`config.mk`:
```
export PLATFORM = sky130hd
export DESIGN_NAME = ow_slave_phy
export DESIGN_NICKNAME = d
export VERILOG_FILES = /design/src/rtl/ow_phy_pkg.sv /design/src/rtl/ow_sync.sv /design/src/rtl/ow_low_filter.sv /design/src/rtl/ow_slave_phy.sv
export SDC_FILE = /design/constraint.sdc
export NUM_CORES = 1
export LEC_CHECK = 0
export ABC_AREA = 1
export BUFFER_PORTS_ARGS = -buffer_cell sky130_fd_sc_hd__buf_2
export CORE_MARGIN = 5
export CORE_UTILIZATION = 70
export CTS_BUF_LIST = sky130_fd_sc_hd__clkbuf_4 sky130_fd_sc_hd__clkbuf_8
export CTS_CLUSTER_DIAMETER = 80
export DETAILED_ROUTE_END_ITERATION = 12
export GPL_TIMING_DRIVEN = 0
export HOLD_SLACK_MARGIN = 0.03
export MAX_ROUTING_LAYER = met4
export PLACE_DENSITY = 0.89
export SETUP_SLACK_MARGIN = 0.1
export SYNTH_ARGS = -nofsm -noshare
export SYNTH_HDL_FRONTEND = slang
export SYNTH_SLANG_ARGS = --single-unit
```
`constraint.sdc`:
```
create_clock -name clk_i -period 5.4 [get_ports clk_i]
set_input_delay 0 -clock clk_i [delete_from_list [all_inputs] [get_ports clk_i]]
set_output_delay 0 -clock clk_i [all_outputs]
set_load 0.05 [all_outputs]
```
`src/rtl/ow_phy_pkg.sv`:
```
package ow_phy_pkg;
  typedef enum logic [2:0] {
    ST_IDLE, ST_LOW, ST_HIGH, ST_PDH, ST_PDL, ST_PREL
  } phy_st_e;

  // durations in microseconds, scaled by the clock parameter in the top
  localparam int unsigned STD_SAMP_US = 30;
  localparam int unsigned OD_SAMP_US  = 3;
  localparam int unsigned STD_PULL_US = 30;
  localparam int unsigned OD_PULL_US  = 3;
  localparam int unsigned STD_RMIN_US = 120;
  localparam int unsigned OD_RMIN_US  = 16;
  localparam int unsigned LONG_RST_US = 480;
  localparam int unsigned STD_PDH_US  = 30;
  localparam int unsigned OD_PDH_US   = 3;
  localparam int unsigned STD_PDL_US  = 120;
  localparam int unsigned OD_PDL_US   = 10;
  localparam int unsigned STD_HOLD_US = 5;
  localparam int unsigned STD_FILT_US = 1;
endpackage

```
`src/rtl/ow_sync.sv`:
```
module ow_sync #(
  parameter int unsigned STAGES  = 2,
  parameter logic        RST_VAL = 1'b1
) (
  input  logic clk_i,
  input  logic rst_ni,
  input  logic d_i,
  output logic q_o
);
  logic [STAGES-1:0] sr_q;

  always_ff @(posedge clk_i or negedge rst_ni) begin
    if (!rst_ni) sr_q <= {STAGES{RST_VAL}};
    else         sr_q <= {sr_q[STAGES-2:0], d_i};
  end

  assign q_o = sr_q[STAGES-1];
endmodule

```
`src/rtl/ow_low_filter.sv`:
```
module ow_low_filter #(
  parameter int unsigned CW = 8
) (
  input  logic          clk_i,
  input  logic          rst_ni,
  input  logic          line_i,
  input  logic [CW-1:0] len_i,
  output logic          low_o
);
  logic [CW-1:0] run_q;

  // counts earlier consecutive low cycles, saturating at len_i
  always_ff @(posedge clk_i or negedge rst_ni) begin
    if (!rst_ni)            run_q <= '0;
    else if (line_i)        run_q <= '0;
    else if (run_q < len_i) run_q <= run_q + 1'b1;
  end

  assign low_o = !line_i && (run_q >= len_i);

  p_filt_persist_r8: assert property (@(posedge clk_i) disable iff (!rst_ni)
    (low_o && len_i != '0) |-> $past(!line_i));
endmodule

```
`src/rtl/ow_slave_phy.sv`:
```
module ow_slave_phy
  import ow_phy_pkg::*;
#(
  parameter int unsigned CLK_MHZ = 50
) (
  input  logic clk_i,
  input  logic rst_ni,
  input  logic line_i,
  input  logic od_i,
  input  logic tx_bit_i,
  output logic pull_o,
  output logic bit_valid_o,
  output logic bit_o,
  output logic rst_o,
  output logic rst_std_o
);
  localparam int unsigned LONG_C = LONG_RST_US * CLK_MHZ;
  localparam int unsigned CW     = $clog2(LONG_C + 1);

  localparam logic [CW-1:0] C_LONG     = CW'(LONG_C);
  localparam logic [CW-1:0] C_STD_SAMP = CW'(STD_SAMP_US * CLK_MHZ);
  localparam logic [CW-1:0] C_OD_SAMP  = CW'(OD_SAMP_US * CLK_MHZ);
  localparam logic [CW-1:0] C_STD_PULL = CW'(STD_PULL_US * CLK_MHZ);
  localparam logic [CW-1:0] C_OD_PULL  = CW'(OD_PULL_US * CLK_MHZ);
  localparam logic [CW-1:0] C_STD_RMIN = CW'(STD_RMIN_US * CLK_MHZ);
  localparam logic [CW-1:0] C_OD_RMIN  = CW'(OD_RMIN_US * CLK_MHZ);
  localparam logic [CW-1:0] C_STD_PDH  = CW'(STD_PDH_US * CLK_MHZ);
  localparam logic [CW-1:0] C_OD_PDH   = CW'(OD_PDH_US * CLK_MHZ);
  localparam logic [CW-1:0] C_STD_PDL  = CW'(STD_PDL_US * CLK_MHZ);
  localparam logic [CW-1:0] C_OD_PDL   = CW'(OD_PDL_US * CLK_MHZ);
  localparam logic [CW-1:0] C_STD_HOLD = CW'(STD_HOLD_US * CLK_MHZ);
  localparam logic [CW-1:0] C_STD_FILT = CW'(STD_FILT_US * CLK_MHZ);

  logic          line_s, fall_low;
  logic [CW-1:0] samp_len, pull_len, rmin_len, hold_len, filt_len, pdh_len, pdl_len;
  phy_st_e       st_q;
  logic [CW-1:0] cnt_q, hold_q;
  logic          smp_q, tx_q, pod_q;
  logic          bit_v_q, bit_q, rst_q, rst_std_q;
  logic          in_slot;

  ow_sync #(.STAGES(2), .RST_VAL(1'b1)) u_sync (
    .clk_i(clk_i), .rst_ni(rst_ni), .d_i(line_i), .q_o(line_s)
  );

  ow_low_filter #(.CW(CW)) u_filt (
    .clk_i(clk_i), .rst_ni(rst_ni), .line_i(line_s), .len_i(filt_len), .low_o(fall_low)
  );

  always_comb begin
    samp_len = od_i ? C_OD_SAMP : C_STD_SAMP;
    pull_len = od_i ? C_OD_PULL : C_STD_PULL;
    rmin_len = od_i ? C_OD_RMIN : C_STD_RMIN;
    hold_len = od_i ? '0 : C_STD_HOLD;
    filt_len = od_i ? '0 : C_STD_FILT;
    // presence uses the speed the reset left in force
    pdh_len  = pod_q ? C_OD_PDH : C_STD_PDH;
    pdl_len  = pod_q ? C_OD_PDL : C_STD_PDL;
  end

  assign in_slot = (st_q == ST_LOW) || (st_q == ST_HIGH);

  always_ff @(posedge clk_i or negedge rst_ni) begin
    if (!rst_ni) begin
      st_q      <= ST_IDLE;
      cnt_q     <= '0;
      hold_q    <= '0;
      smp_q     <= 1'b0;
      tx_q      <= 1'b1;
      pod_q     <= 1'b0;
      bit_v_q   <= 1'b0;
      bit_q     <= 1'b0;
      rst_q     <= 1'b0;
      rst_std_q <= 1'b0;
    end else begin
      bit_v_q <= 1'b0;
      rst_q   <= 1'b0;
      unique case (st_q)
        ST_IDLE: begin
          if (fall_low) begin
            st_q  <= ST_LOW;
            cnt_q <= '0;
            smp_q <= 1'b0;
            tx_q  <= tx_bit_i;
          end
        end
        ST_LOW, ST_HIGH: begin
          if (cnt_q != C_LONG) cnt_q <= cnt_q + 1'b1;
          if (!smp_q && cnt_q == samp_len) begin
            bit_v_q <= 1'b1;
            bit_q   <= line_s;
            smp_q   <= 1'b1;
          end
          if (st_q == ST_LOW) begin
            if (line_s) begin
              if (cnt_q >= rmin_len) begin
                rst_q     <= 1'b1;
                rst_std_q <= !od_i || (cnt_q >= C_LONG);
                pod_q     <= od_i && (cnt_q < C_LONG);
                st_q      <= ST_PDH;
                cnt_q     <= '0;
              end else begin
                st_q   <= ST_HIGH;
                hold_q <= '0;
              end
            end
          end else begin
            if (hold_q < hold_len) hold_q <= hold_q + 1'b1;
            else if (smp_q) begin
              if (fall_low) begin
                st_q  <= ST_LOW;
                cnt_q <= '0;
                smp_q <= 1'b0;
                tx_q  <= tx_bit_i;
              end else begin
                st_q <= ST_IDLE;
              end
            end
          end
        end
        ST_PDH: begin
          cnt_q <= cnt_q + 1'b1;
          if (cnt_q == pdh_len - 1'b1) begin
            st_q  <= ST_PDL;
            cnt_q <= '0;
          end
        end
        ST_PDL: begin
          cnt_q <= cnt_q + 1'b1;
          if (cnt_q == pdl_len - 1'b1) st_q <= ST_PREL;
        end
        ST_PREL: begin
          if (line_s) st_q <= ST_IDLE;
        end
        default: st_q <= ST_IDLE;
      endcase
    end
  end

  assign pull_o      = (st_q == ST_PDL) || (in_slot && !tx_q && cnt_q < pull_len);
  assign bit_valid_o = bit_v_q;
  assign bit_o       = bit_q;
  assign rst_o       = rst_q;
  assign rst_std_o   = rst_std_q;

  p_bit_pulse_r2: assert property (@(posedge clk_i) disable iff (!rst_ni)
    bit_valid_o |=> !bit_valid_o);

  p_no_bit_on_reset_r5: assert property (@(posedge clk_i) disable iff (!rst_ni)
    !(bit_valid_o && rst_o));

  p_keep_od_needs_od_r4: assert property (@(posedge clk_i) disable iff (!rst_ni)
    (rst_o && !rst_std_o) |-> $past(od_i));

  p_hold_window_r7: assert property (@(posedge clk_i) disable iff (!rst_ni)
    (st_q == ST_HIGH && hold_q < hold_len) |=> st_q == ST_HIGH);

  p_pres_bound_r6: assert property (@(posedge clk_i) disable iff (!rst_ni)
    (st_q == ST_PDL) |-> cnt_q < pdl_len);

  p_pres_order_r6: assert property (@(posedge clk_i) disable iff (!rst_ni)
    (st_q == ST_PDH) |=> (st_q == ST_PDH || st_q == ST_PDL));
endmodule

```
[After elaboration in Yosys (flattened, before gate mapping)]
Cells that the tools add are included.
Operators by class
  add/sub/neg operators: 5
  magnitude comparators: 7
  equal/unequal tests: 21
  multiplexer cells: 51
  reduce and logical (&&, ||, !) cells: 25
Operators with widths (number)
  $mux 15: 15
  $pmux 15 s4: 1
  $add 15x1->15 const B: 3
  $eq 15x15->1: 2
  $mux 13: 2
  $mux 3: 8
  $mux 11: 2
  $mux 1: 18
  $eq 15x11->1: 1
  $ge 15x13->1: 1
  $ge 15x15->1 const B: 1
  $ge 15x6->1: 1
  $lt 15x11->1: 1
  $lt 15x15->1 const B: 1
  $lt 15x6->1: 1
  $lt 15x8->1: 1
  $ne 15x15->1 const B: 1
  $pmux 3 s5: 1
  $ne 2x2->1 const B: 7
  $sub 13x1->14 const B: 1
  $reduce_and 4->1: 3
  $sub 11x1->12 const B: 1
  $mux 8: 1
  $reduce_and 7->1: 1
  other kinds (16): 34
Word-level totals
  register bits after elaboration: 57
  bits of input ports: 5
  output and inout bits: 5
  logic and storage cells: 121

[Logic depth before layout (Yosys ltp)]
  depth in word-level cells: 9
  mapped depth: 14

[Cells and area by module]
From an unflattened synthesis, not the netlist that was laid out.
Unflattened totals
  cell total of the unflattened synthesis: 660
  area total of the unflattened synthesis: 4599.4 µm²
Modules (own cells, without submodules)
  ow_slave_phy: instances 1, cells each 439, area each 3089.2 µm², seq. area each 1002.2 µm²
  ow_low_filter: instances 1, cells each 219, area each 1457.6 µm², seq. area each 375.4 µm²
  ow_sync: instances 1, cells each 2, area each 52.6 µm², seq. area each 52.6 µm²

[Worst setup path after synthesis]
Ideal clock, no wire load.
  path kind: register to output
  start: register cnt_q[10]
  end: output pull_o
  arrival time: 2209 ps
  path slack: 3191 ps
  cell stages (with the launch flop): 7
  cell sequence: dfrtp_1 -> ha_1 -> inv_1 -> nor2_1 -> nor3_1 -> nand2_1 -> o31ai_1
On the way
  cells in the longest elaborated chain, start to end: 3
Ends and longest elaborated chain
  start: declaration: RTL line ow_slave_phy.sv:37  | logic [CW-1:0] cnt_q, hold_q;
  start signal: assignment: RTL line ow_slave_phy.sv:88  | if (cnt_q != C_LONG) cnt_q <= cnt_q + 1'b1;
  start signal: assignment: RTL line ow_slave_phy.sv:122  | cnt_q <= cnt_q + 1'b1;
  start signal: assignment: RTL line ow_slave_phy.sv:129  | cnt_q <= cnt_q + 1'b1;
  $lt 15x11->1: RTL line ow_slave_phy.sv:140  | assign pull_o = (st_q == ST_PDL) || (in_slot && !tx_q && cnt_q < pull_len);
  $logic_and 1x1->1: RTL line ow_slave_phy.sv:140
  $logic_or 1x1->1: RTL line ow_slave_phy.sv:140
  end: declaration: RTL line ow_slave_phy.sv:11  | output logic pull_o,
No other way between the ends.

[Worst setup path after layout]
Ends and elaborated chain as after synthesis.

==> impl_metrics.csv <==
group,metric,value,unit
synth,yosysSeqAreaShare,0.359,
layout,drive_gt1_frac,0.121,
layout,final_util,0.794,
clocking,clockBufferDepth,2,
floorplanning,coreArea,5510,sq um
pwr,power_frac_seq,0.313,
routing,dr.pass1.iters,6,
worst_setup_path,cp-start-kind,"flop",
clocking,cts_root_buf,"clkbuf_8",
placement,routabilityCongestion,0.969,
layout,antenna_cells,0,
timing,slew_headroom,0.517,
timing,layout_min_cycle_time,2.26,ns
synth,yosys.area.top_type_share,0.340,
placement,dpl_cell_area,4120,sq um
pwr,swShare,0.455,
synth,ys_ff_latch,57,
run,maxCapViolCount,0,
floorplanning,start_util,0.723,
synth,synth_cell_types,40,
timing,tns,0,ns
placement,io_buffers,9,
synth,ys.flop_type,"dfrtp_1",
pwr,pwr-share-comb,0.438,
layout,area_delta_synth_final,9.90,%
worst_setup_path,ff2ff_path_depth,13,
clocking,clkTransAtPathRegs,0.08,ns
clocking,cts_tree,"yes",
synth,synth_area,3980,sq um
pwr,ir_drop,0.266,mV
timing,fin_crit_sh,0.418,
routing,drt_iter0_drc,400,
pwr,p_clk_frac,0.250,
placement,placed_cells,649,
layout,final_area,4370,sq um
floorplanning,die_y,85.4,microns
worst_setup_path,critPathMaxStageDelay,0.46,ns
worst_setup_path,required,5.40,ns
routing,drtAntennaViolNets,0,
pwr,cellPowerDensity,428,nW/um^2
clocking,cts.sink_count,57,
timing,setup_viol,0,
worst_setup_path,worstSetupPathType,"reg -> out",
placement,dp_slack,3.25,ns
synth,syn-num-nets,592,
worst_setup_path,cp_num_buf_inv,2,
routing,wl_per_cell,15.6,microns
worst_setup_path,critPathTopFamily,"flip-flops",
global_routing,grt_pass1_wl,18.0,mm
outcome,status,"finished, final reports clean",
floorplanning,boundaryPins,10,
worst_setup_path,crit_chain,"ha_1, inv_1, nor2_1, nor3_1, nand2_1, o31ai_1, buf_2",
synth,ys_top_cells_by_area,"dfrtp_1 (34%), nand2_1 (15%), inv_1 (7.0%), nor2_1 (6.5%), ha_1 (6.0%)",
global_routing,antenna_found_initial,0,
timing,final_hold_viol_count,0,
routing,drc,0,
worst_setup_path,r2r-end,"cnt_q[1]",
timing,finalClockSkew,0.0131,ns
worst_setup_path,critPathCaptureType,"output pin",
worst_setup_path,path_depth,7,
worst_setup_path,worstReg2RegStart,"cnt_q[4]",
synth,avgSynthCellArea,7.01,sq um
routing,routed_wl,10.4,mm
placement,dpl.hpwl,7.20,mm
synth,synth_edf_count,0,
layout,final_cells,668,
pwr,internal_power,1.02,mW
worst_setup_path,worstPathMaxFanout,6,
routing,vias,3921,
global_routing,grt_max_degree,58,
hold_path,hold_class,"in -> async",
synth,synth_cells,568,
worst_setup_path,cp.arrival,2.26,ns
global_routing,grt_pass1_vias,3750,
routing,via_per_inst,5.87,
worst_setup_path,r2r_slack,3.15,ns
timing,slew_viol_final,0,
pwr,power,1.87,mW
timing,setup_ws,3.14,ns
clocking,cts_buffers,9,
global_routing,grt_usage,0.322,
timing,holdWs,0.266,ns
synth,yosys.area.top_type,"dfrtp_1",
floorplanning,dieArea,7290,sq um
timing,fmax,443,MHz
clocking,insertion_delay,0.36,ns
floorplanning,die_w,85.4,microns
global_routing,overflow,0,
clocking,cts_resized,0,
layout,fin_nets,615,
pwr,p_switching,0.852,mW
timing,rsz0062_at_grt,"no",
clocking,h-tree-depth,3,
synth,ys.warnings.count,0,
timing,tightest_slew,0.725,ns
floorplanning,num_rows,27,
worst_setup_path,slowest_stage,"dfrtp_1",
layout,fill_cells,418,
pwr,p_leak,2.38,nW
synth,async_flop_share,1.00,
-- placed cells by master (no fill, tap or decap), types with 3 or more instances in the layout --
cell type,netlist,final
nand3_1,44,44
nand3_2,3,3
nor2_2,6,6
buf_2,2,10
inv_2,7,7
a21oi_1,12,12
inv_1,74,74
nand2_1,158,158
clkinv_4,0,3
nand4_1,14,14
buf_6,4,4
dfstp_2,3,3
clkbuf_8,0,9
ha_1,19,19
o21ai_0,22,22
buf_4,4,5
nor3_1,20,20
o21ai_1,3,3
xor2_1,11,11
dfrtp_1,54,54
xnor2_1,5,5
dlygate4sd3_1,0,3
nand3b_1,4,4
nand2_2,8,8
nor2_1,69,69
-- flip-flops by register name, summed over array words and instances, names as in the netlist, 2 cells and up --
register,flops
cnt_q,15
hold_q,15
st_q,3
u_filt.run_q,15
u_sync.sr_q,2
-- final cells by class --
type	instances	area, sq um	share of cell area
Clock buffer	9	124	0.0283
Sequential cell	57	1430	0.327
Buffer	11	88.8	0.0203
Multi-Input combinational cell	418	2150	0.492
Clock inverter	7	103	0.0235
Tap cell	72	90.1	0.0206
Timing Repair Buffer	12	77.6	0.0177
Inverter	82	310	0.0709
-- cells in the mapped netlist, drive strengths merged, types with 4 or more instances --
| cell type | count |
|---|---|
| nor3 | 22 |
| inv | 82 |
| o21ai | 26 |
| nand4 | 14 |
| buf | 10 |
| nand3b | 4 |
| ha | 19 |
| nor2 | 77 |
| xnor2 | 5 |
| nand2 | 166 |
| a21oi | 13 |
| nand3 | 48 |
| dfrtp | 54 |
| xor2 | 11 |
-- timing repair --
item                                    4_1_cts  5_1_grt
endpoints found under the setup margin        0        0
hold endpoints to repair                     56        0
hold buffers                                  3        0
setup buffers                                 0        0
-- per-layer routing --
| metal | wire length, microns | track usage | vias to the layer above |
|---|---|---|---|
| li1 | - | - | 1858 |
| met1 | 4360 | 0.434 | 1802 |
| met2 | 4750 | 0.474 | 232 |
| met3 | 1070 | 0.0689 | 29 |
| met4 | 240 | 0.127 | 0 |
| met5 | 0 | - | - |
-- how the worst max path moves through the flow --
stage                to             from
4_1_cts          pull_o        cnt_q[10]
5_1_grt           smp_q  u_filt.run_q[4]
2_1_floorplan    pull_o        cnt_q[10]
3_3_place_gp   cnt_q[1]         cnt_q[4]
3_5_place_dp   cnt_q[1]         cnt_q[4]
6_report         pull_o        cnt_q[10]
-- kinds of logic after synthesis --
logic type                 count (synthesis)  synth area share
AOI/OAI and AO/OA                         49            0.0692
xor gates and xnor gates                  16            0.0352
adders and majority gates                 19            0.0597
buffers and inverters                     93             0.100
DFF                                       57             0.359
muxes                                      1           0.00283
and+or+nand+nor                          333             0.373
-- power groups by stage --
stage / clock, mW / combinational, mW / sequential, mW
floorplan: 0 / 0.590 / 0.575
global placement: 0 / 0.766 / 0.585
detailed placement: 0 / 0.784 / 0.587
CTS: 0.469 / 0.793 / 0.579
global route: 0.490 / 0.904 / 0.593
finish: 0.468 / 0.820 / 0.585
No activity file was read; power rests on OpenSTA's default activity.
